File: config.mk
export PLATFORM = sky130hd
export DESIGN_NAME = scs_stride_search
export DESIGN_NICKNAME = d
export VERILOG_FILES = /design/src/rtl/scs_pkg.sv /design/src/rtl/scs_cost_table.sv /design/src/rtl/scs_cand_gen.sv /design/src/rtl/scs_best_keep.sv /design/src/rtl/scs_stride_search.sv
export SDC_FILE = /design/constraint.sdc
export NUM_CORES = 2
export LEC_CHECK = 0
export BUFFER_PORTS_ARGS = -buffer_cell sky130_fd_sc_hd__buf_2
export CORE_MARGIN = 4
export CORE_UTILIZATION = 40
export DETAILED_ROUTE_END_ITERATION = 7
export MAX_ROUTING_LAYER = met4
export PLACE_DENSITY = 0.51
export RECOVER_POWER = 100
export SETUP_SLACK_MARGIN = 0.5
export SYNTH_ARGS = -nofsm -noshare
export SYNTH_HDL_FRONTEND = slang
export SYNTH_SLANG_ARGS = --single-unit
export TNS_END_PERCENT = 50
File: constraint.sdc
create_clock -name clk -period 9.1 [get_ports clk]
set_input_delay 0.455 -clock clk [delete_from_list [all_inputs] [get_ports clk]]
set_output_delay 0.455 -clock clk [all_outputs]
set_load 0.01 [all_outputs]
File: src/rtl/scs_pkg.sv
package scs_pkg;
   typedef enum logic [0:0] {
      ST_IDLE = 1'b0,
      ST_SCAN = 1'b1
   } scs_state_e;
endpackage

File: src/rtl/scs_cost_table.sv
module scs_cost_table #(
   parameter int NB = 64,
   parameter int CW = 16,
   localparam int AW = $clog2(NB)
) (
   input  logic          clk,
   input  logic          rst_n,
   input  logic          we,
   input  logic [AW-1:0] waddr,
   input  logic [CW-1:0] wdata,
   input  logic [AW-1:0] raddr,
   output logic [CW-1:0] rdata
);
   logic [CW-1:0] ent [NB];

   for (genvar i = 0; i < NB; i++) begin : g_ent
      always_ff @(posedge clk or negedge rst_n) begin
         if (!rst_n)
            ent[i] <= '0;
         else if (we && (waddr == AW'(i)))
            ent[i] <= wdata;
      end
   end

   // Combinational read: a write landing at this edge is seen next cycle.
   assign rdata = ent[raddr];
endmodule

File: src/rtl/scs_cand_gen.sv
module scs_cand_gen #(
   parameter int GW = 28,
   parameter int MAX_STEPS = 64,
   parameter logic [GW-1:0] MAX_G = '1,
   localparam int KW = $clog2(MAX_STEPS + 1)
) (
   input  logic          clk,
   input  logic          rst_n,
   input  logic          load,
   input  logic          step,
   input  logic [GW-1:0] base_gran,
   input  logic [KW-1:0] lim_raw,
   output logic [GW-1:0] cand,
   output logic [KW-1:0] kidx,
   output logic [KW-1:0] lim_eff,
   output logic          last
);
   logic [KW-1:0] lim_clamp;

   always_comb begin
      if (lim_raw == '0)
         lim_clamp = KW'(1);
      else if (lim_raw > KW'(MAX_STEPS))
         lim_clamp = KW'(MAX_STEPS);
      else
         lim_clamp = lim_raw;
   end

   always_ff @(posedge clk or negedge rst_n) begin
      if (!rst_n) begin
         cand    <= '0;
         kidx    <= '0;
         lim_eff <= KW'(1);
      end else if (load) begin
         cand    <= base_gran;
         kidx    <= '0;
         lim_eff <= lim_clamp;
      end else if (step) begin
         cand    <= cand + GW'(1);
         kidx    <= kidx + KW'(1);
      end
   end

   // Stop on the count limit or once the ceiling candidate has been tried.
   assign last = (kidx == lim_eff - KW'(1)) || (cand >= MAX_G);
endmodule

File: src/rtl/scs_best_keep.sv
module scs_best_keep #(
   parameter int GW = 28,
   parameter int CW = 16
) (
   input  logic          clk,
   input  logic          rst_n,
   input  logic          clear,
   input  logic          eval,
   input  logic          first,
   input  logic [CW-1:0] cost_in,
   input  logic [GW-1:0] cand_in,
   output logic [CW-1:0] best_cost,
   output logic [CW-1:0] nxt_cost,
   output logic [GW-1:0] nxt_gran
);
   logic [GW-1:0] best_gran;
   logic          take;

   assign take     = first || (cost_in < best_cost);
   assign nxt_cost = take ? cost_in : best_cost;
   assign nxt_gran = take ? cand_in : best_gran;

   always_ff @(posedge clk or negedge rst_n) begin
      if (!rst_n) begin
         best_cost <= '1;
         best_gran <= '0;
      end else if (clear) begin
         best_cost <= '1;
         best_gran <= '0;
      end else if (eval) begin
         best_cost <= nxt_cost;
         best_gran <= nxt_gran;
      end
   end
endmodule

File: src/rtl/scs_stride_search.sv
module scs_stride_search
   import scs_pkg::*;
#(
   parameter int STRIDE_W         = 32,
   parameter int GRAN_BYTES       = 16,
   parameter int NUM_BANKS        = 64,
   parameter int COST_W           = 16,
   parameter int MAX_STRIDE_BYTES = 2097152,
   parameter int MAX_STEPS        = 64,
   localparam int GSH = $clog2(GRAN_BYTES),
   localparam int GW  = STRIDE_W - GSH,
   localparam int AW  = $clog2(NUM_BANKS),
   localparam int KW  = $clog2(MAX_STEPS + 1)
) (
   input  logic                clk,
   input  logic                rst_n,
   input  logic                cost_we,
   input  logic [AW-1:0]       cost_addr,
   input  logic [COST_W-1:0]   cost_data,
   input  logic                start,
   input  logic [STRIDE_W-1:0] base_stride,
   input  logic [KW-1:0]       span,
   output logic                busy,
   output logic                done,
   output logic                err,
   output logic [STRIDE_W-1:0] chosen_stride,
   output logic [COST_W-1:0]   chosen_cost
);
   localparam logic [GW-1:0] MAX_G = GW'(MAX_STRIDE_BYTES / GRAN_BYTES);

   if ((1 << GSH) != GRAN_BYTES) begin : g_bad_gran
      $error("GRAN_BYTES must be a power of two");
   end
   if (NUM_BANKS < 2) begin : g_bad_banks
      $error("NUM_BANKS must be at least 2");
   end
   if (MAX_STEPS < 1) begin : g_bad_steps
      $error("MAX_STEPS must be at least 1");
   end
   if (MAX_STRIDE_BYTES % GRAN_BYTES != 0) begin : g_bad_ceil
      $error("MAX_STRIDE_BYTES must be a multiple of GRAN_BYTES");
   end

   scs_state_e    state_q;
   logic [GW-1:0] base_gran, cand_w, nxt_gran;
   logic [KW-1:0] kidx_w, lim_w;
   logic [AW-1:0] bank_w;
   logic [COST_W-1:0] cost_w, best_cost_w, nxt_cost;
   logic          accept, over, load, scan, last_w, fin;

   assign base_gran = base_stride[STRIDE_W-1:GSH];
   assign scan      = (state_q == ST_SCAN);
   assign accept    = start && (state_q == ST_IDLE);
   assign over      = base_gran > MAX_G;
   assign load      = accept && !over;
   assign fin       = scan && last_w;
   assign busy      = scan;

   if ((1 << AW) == NUM_BANKS) begin : g_bank_pow2
      assign bank_w = cand_w[AW-1:0];
   end else begin : g_bank_mod
      assign bank_w = AW'(cand_w % GW'(NUM_BANKS));
   end

   scs_cost_table #(.NB(NUM_BANKS), .CW(COST_W)) u_tbl (
      .clk   (clk),
      .rst_n (rst_n),
      .we    (cost_we),
      .waddr (cost_addr),
      .wdata (cost_data),
      .raddr (bank_w),
      .rdata (cost_w)
   );

   scs_cand_gen #(.GW(GW), .MAX_STEPS(MAX_STEPS), .MAX_G(MAX_G)) u_gen (
      .clk       (clk),
      .rst_n     (rst_n),
      .load      (load),
      .step      (scan && !last_w),
      .base_gran (base_gran),
      .lim_raw   (span),
      .cand      (cand_w),
      .kidx      (kidx_w),
      .lim_eff   (lim_w),
      .last      (last_w)
   );

   scs_best_keep #(.GW(GW), .CW(COST_W)) u_best (
      .clk       (clk),
      .rst_n     (rst_n),
      .clear     (load),
      .eval      (scan),
      .first     (kidx_w == '0),
      .cost_in   (cost_w),
      .cand_in   (cand_w),
      .best_cost (best_cost_w),
      .nxt_cost  (nxt_cost),
      .nxt_gran  (nxt_gran)
   );

   always_ff @(posedge clk or negedge rst_n) begin
      if (!rst_n) begin
         state_q       <= ST_IDLE;
         done          <= 1'b0;
         err           <= 1'b0;
         chosen_stride <= '0;
         chosen_cost   <= '1;
      end else begin
         done <= 1'b0;
         if (accept) begin
            if (over) begin
               done          <= 1'b1;
               err           <= 1'b1;
               chosen_stride <= '0;
               chosen_cost   <= '1;
            end else begin
               state_q <= ST_SCAN;
               err     <= 1'b0;
            end
         end
         if (fin) begin
            state_q       <= ST_IDLE;
            done          <= 1'b1;
            chosen_stride <= {nxt_gran, GSH'(0)};
            chosen_cost   <= nxt_cost;
         end
      end
   end
endmodule

==> metrics.yaml <==
run_status:
  run_status: "finished, violations left"
  failed_checks: "max-capacitance violations, max-slew violations"
grt:
  grt_pass1_wl_um: 217000
  grt_antenna_before_repair: 9
  first_global_vias: 33500
  grt_overflow: 0
  global_route.usage.total_pct: 21.8
  grt_start_max_net_pins: 174
clock_network:
  clock-root-buffer: "clkbuf_16"
  cts_setup_buffers: 0
  clock_insertion_delay_worst_skew_ps: 750
  cts_resized: 0
  cts_htree_levels: 4
  cts_inserted_buffers: 132
  clock_sink_count: 1157
  cts_buffer_depth: 3
  tritoncts: "yes"
  clk_transition_reported_paths_ps: 60
route:
  antenna_left: 0
  routed-via-count: 30400
  drt_iter0_markers: 2083
  wl_um: 143000
  vias_per_cell: 5.69
  drc: 0
  drt_first_pass_iters: 5
  routedWlPerCell_um: 26.7
synth:
  synth-async-reset-ratio_pct: 100
  main_combinational_cell_family_by_area_after_synthesis: "multiplexers"
  area_share_of_xor_xnor_cells_in_the_synthesized_design_pct: 0.216
  synth-edff-count: 0
  synth_sequential_area_ratio_pct: 54.9
  synth_ff_type: "dfrtp_1"
  synthAdderAreaFrac_pct: 0.474
  synth.yosys.warnings: 0
  syn-instance-count: 3455
  syn_area_per_cell_sq_um: 15.3
  muxShareOfSynthArea_pct: 36.4
  synth_cell_type_count: 58
  synth_compound_gate_area_share_pct: 2.48
  synth_simple_gate_area_share_pct: 2.84
  postSynthRegisterBits: 1157
  mappedNetlistArea_sq_mm: 0.0528
hold_path:
  hold_class: "input port to register"
placed_design:
  gpl.final_weighted_congestion: 0.798
  place.detailed.hpwl_um: 84300
  dpl-instance-area_sq_mm: 0.0552
  io_buffer_count: 107
  place_worst_setup_slack_ps: 2700
  placed_cells_incl_taps: 5090
setup_path:
  critical_path_arrival_ps: 7760
  critPathRequiredTime_ps: 9650
  reg2reg_slack_ps: 1890
  cp-end-kind: "register"
  timing.setup.critical_path_class: "register to register"
  worst-path-max-fanout: 40
  startpoint_class: "register"
timing:
  finalSetupTns_ps: 0
  finalHoldViolCount: 0
  timing_max_transition_violations_final: 1162
  post-route-min-period_ps: 7210
  worst_clock_skew_ps: 19.5
  worst_slew_pin_slew_ps: 4340
  grt_setup_unrepaired: "no"
  report.final.setup_viol: 0
  slew_headroom_pct: -189
  highest_attainable_clock_frequency_ghz: 0.139
  fin_ws_ps: 1890
  period_share_pct: 79.3
pwr:
  p_leak_nw: 26.9
  irDropWorstVdd_mv: 0.173
  power.density_mw_per_mm2: 210
floorplanning:
  die_w_um: 371
  fp-row-count: 133
  die-height_um: 371
  core_footprint_sq_mm: 0.131
  start_util_pct: 40.2
  fp.dieArea_sq_mm: 0.138
  floorplan.io_pins: 116
finish:
  layout_commonest_cell: "dfrtp_1"
  post-route-cell-area_sq_mm: 0.0593
  fin_cells: 5349
  final_layout_size_suffix_gt1_share_pct: 41.6
  layout_common_cells: "dfrtp_1 (1121), mux2_2 (833), mux4_2 (313)"
  syn2layout_area_growth_pct: 12.2
  nNetsFinal: 3575
run:
  max-cap-violations: 37
## worst paths after layout
| kind | start | to | cells past startpoint |
|---|---|---|---|
| max | u_gen.cand[2]$_DFFE_PN0P_ | u_best.best_gran[27]$_DFFE_PN0P_ | 13 |
| min | base_stride[5] | u_gen.cand[1]$_DFFE_PN0P_ | 3 |
| max reg2reg | u_gen.cand[2]$_DFFE_PN0P_ | u_best.best_gran[27]$_DFFE_PN0P_ | 13 |
| min reg2reg | u_tbl.ent[326]$_DFFE_PN0P_ | u_tbl.ent[326]$_DFFE_PN0P_ | 1 |
| max in group asynchronous | rst_n | u_tbl.ent[251]$_DFFE_PN0P_ | 3 |
| min in group asynchronous | rst_n | u_gen.lim_eff[4]$_DFFE_PN0P_ | 2 |
## metrics by stage
stage / power [W] / util, % / hold WS, ps
finish: 0.0124 / 45.1 / 72.8
global route: 0.0130 / 45.1 / 40.8
CTS: 0.0126 / 45.3 / 4.85
detailed placement: 0.00744 / 42.0 / 471
global placement: 0.00730 / 42.0 / 462
floorplan: 0.00696 / - / 159
## cell usage after synthesis, types with 3 or more instances
| library cell | count | area share [%] |
|---|---|---|
| dfrtp_1 | 1124 | 53 |
| mux2_2 | 835 | 18 |
| mux4_2 | 313 | 13 |
| clkbuf_1 | 240 | 1.7 |
| mux2_1 | 192 | 4.1 |
| nand2_1 | 137 | 0.97 |
| mux2i_1 | 60 | 1.1 |
| nor2_1 | 56 | 0.40 |
| inv_1 | 40 | 0.28 |
| buf_2 | 38 | 0.36 |
| dfstp_2 | 33 | 1.6 |
| a22oi_1 | 32 | 0.45 |
| nor3_1 | 32 | 0.30 |
| buf_1 | 28 | 0.20 |
| and3_1 | 27 | 0.32 |
| a21oi_1 | 21 | 0.20 |
| ha_1 | 20 | 0.47 |
| a31oi_1 | 18 | 0.21 |
| o21ai_1 | 18 | 0.17 |
| o2bb2ai_1 | 18 | 0.30 |
| a2bb2oi_1 | 16 | 0.27 |
| nand4_1 | 14 | 0.17 |
| o22ai_1 | 13 | 0.15 |
| a221o_1 | 11 | 0.21 |
| nand3_1 | 10 | 0.095 |
| nor4_1 | 9 | 0.11 |
| o21ai_0 | 9 | 0.085 |
| nand2b_1 | 8 | 0.095 |
| xnor2_1 | 8 | 0.13 |
| buf_4 | 7 | 0.099 |
| o211ai_1 | 6 | 0.085 |
| or2_1 | 6 | 0.071 |
| a21o_1 | 5 | 0.071 |
| nand3b_1 | 5 | 0.071 |
| xor2_1 | 5 | 0.083 |
| nor2b_1 | 4 | 0.047 |
| and2_1 | 3 | 0.036 |
| o311ai_1 | 3 | 0.050 |
| or3_1 | 3 | 0.036 |
## per-layer routing
metal	GRT usage, %	wire, um	share of wire, %	vias up
met3	3.91	6020	4.2	209
met4	5.75	3210	2.2	0
met5	-	0	0	-
li1	-	-	-	13000
met2	34.8	69800	49	563
met1	28.9	63900	45	16700
## report_power, final
group / leakage, nW / internal, W / switching (W)
sequential: 15.1 / 0.00576 / 0.000297
clock: 2.05 / 0.00302 / 0.00209
combinational: 9.80 / 0.000731 / 0.000543
## what timing repair did
action | in CTS | in global routing
endpoints found under the setup margin | 0 | 0
endpoints found under the hold margin | 114 | 0
hold buffers | 21 | 0
## registers in the layout, summed over array words and instances (netlist names)
name / count
err: 1
u_best.best_cost: 16
chosen_stride: 28
u_gen.cand: 28
u_tbl.ent: 1024
u_gen.lim_eff: 7
u_gen.kidx: 7
busy: 1
chosen_cost: 16
done: 1
u_best.best_gran: 28
## cell families (layout without fill, tap and decap cells)
kind of cell / count (synthesis) / in the layout
AOI/OAI and AO/OA: 184 / 184
DFF: 1157 / 1157
adders and majority gates: 20 / 20
other: 1 / 9
buffers and inverters: 358 / 489
and+or+nand+nor: 322 / 322
muxes: 1400 / 1400
xor gates and xnor gates: 13 / 13
## worst max-delay path: stages, from the launching register on
cell and delay [ps]:
dfrtp_4 680, clkbuf_1 2460, mux4_2 600, a22oi_1 230, nand2_1 210, ha_1 410, nand3_1 110, nor2_1 130
nand3_1 110, or3_1 430, o21ai_4 660, buf_4 520, mux2i_1 290, o22ai_1 100
## layout make-up
| type | count | area (sq um) |
|---|---|---|
| Clock buffer | 205 | 3890 |
| Multi-Input combinational cell | 1943 | 22500 |
| Inverter | 43 | 164 |
| Clock inverter | 28 | 272 |
| Timing Repair Buffer | 213 | 1260 |
| Tap cell | 1755 | 2200 |
| Sequential cell | 1157 | 29000 |
| Antenna cell | 5 | 12.5 |
| Fill cell | 11500 | 72000 |
Power figures use the tool's default switching activity.
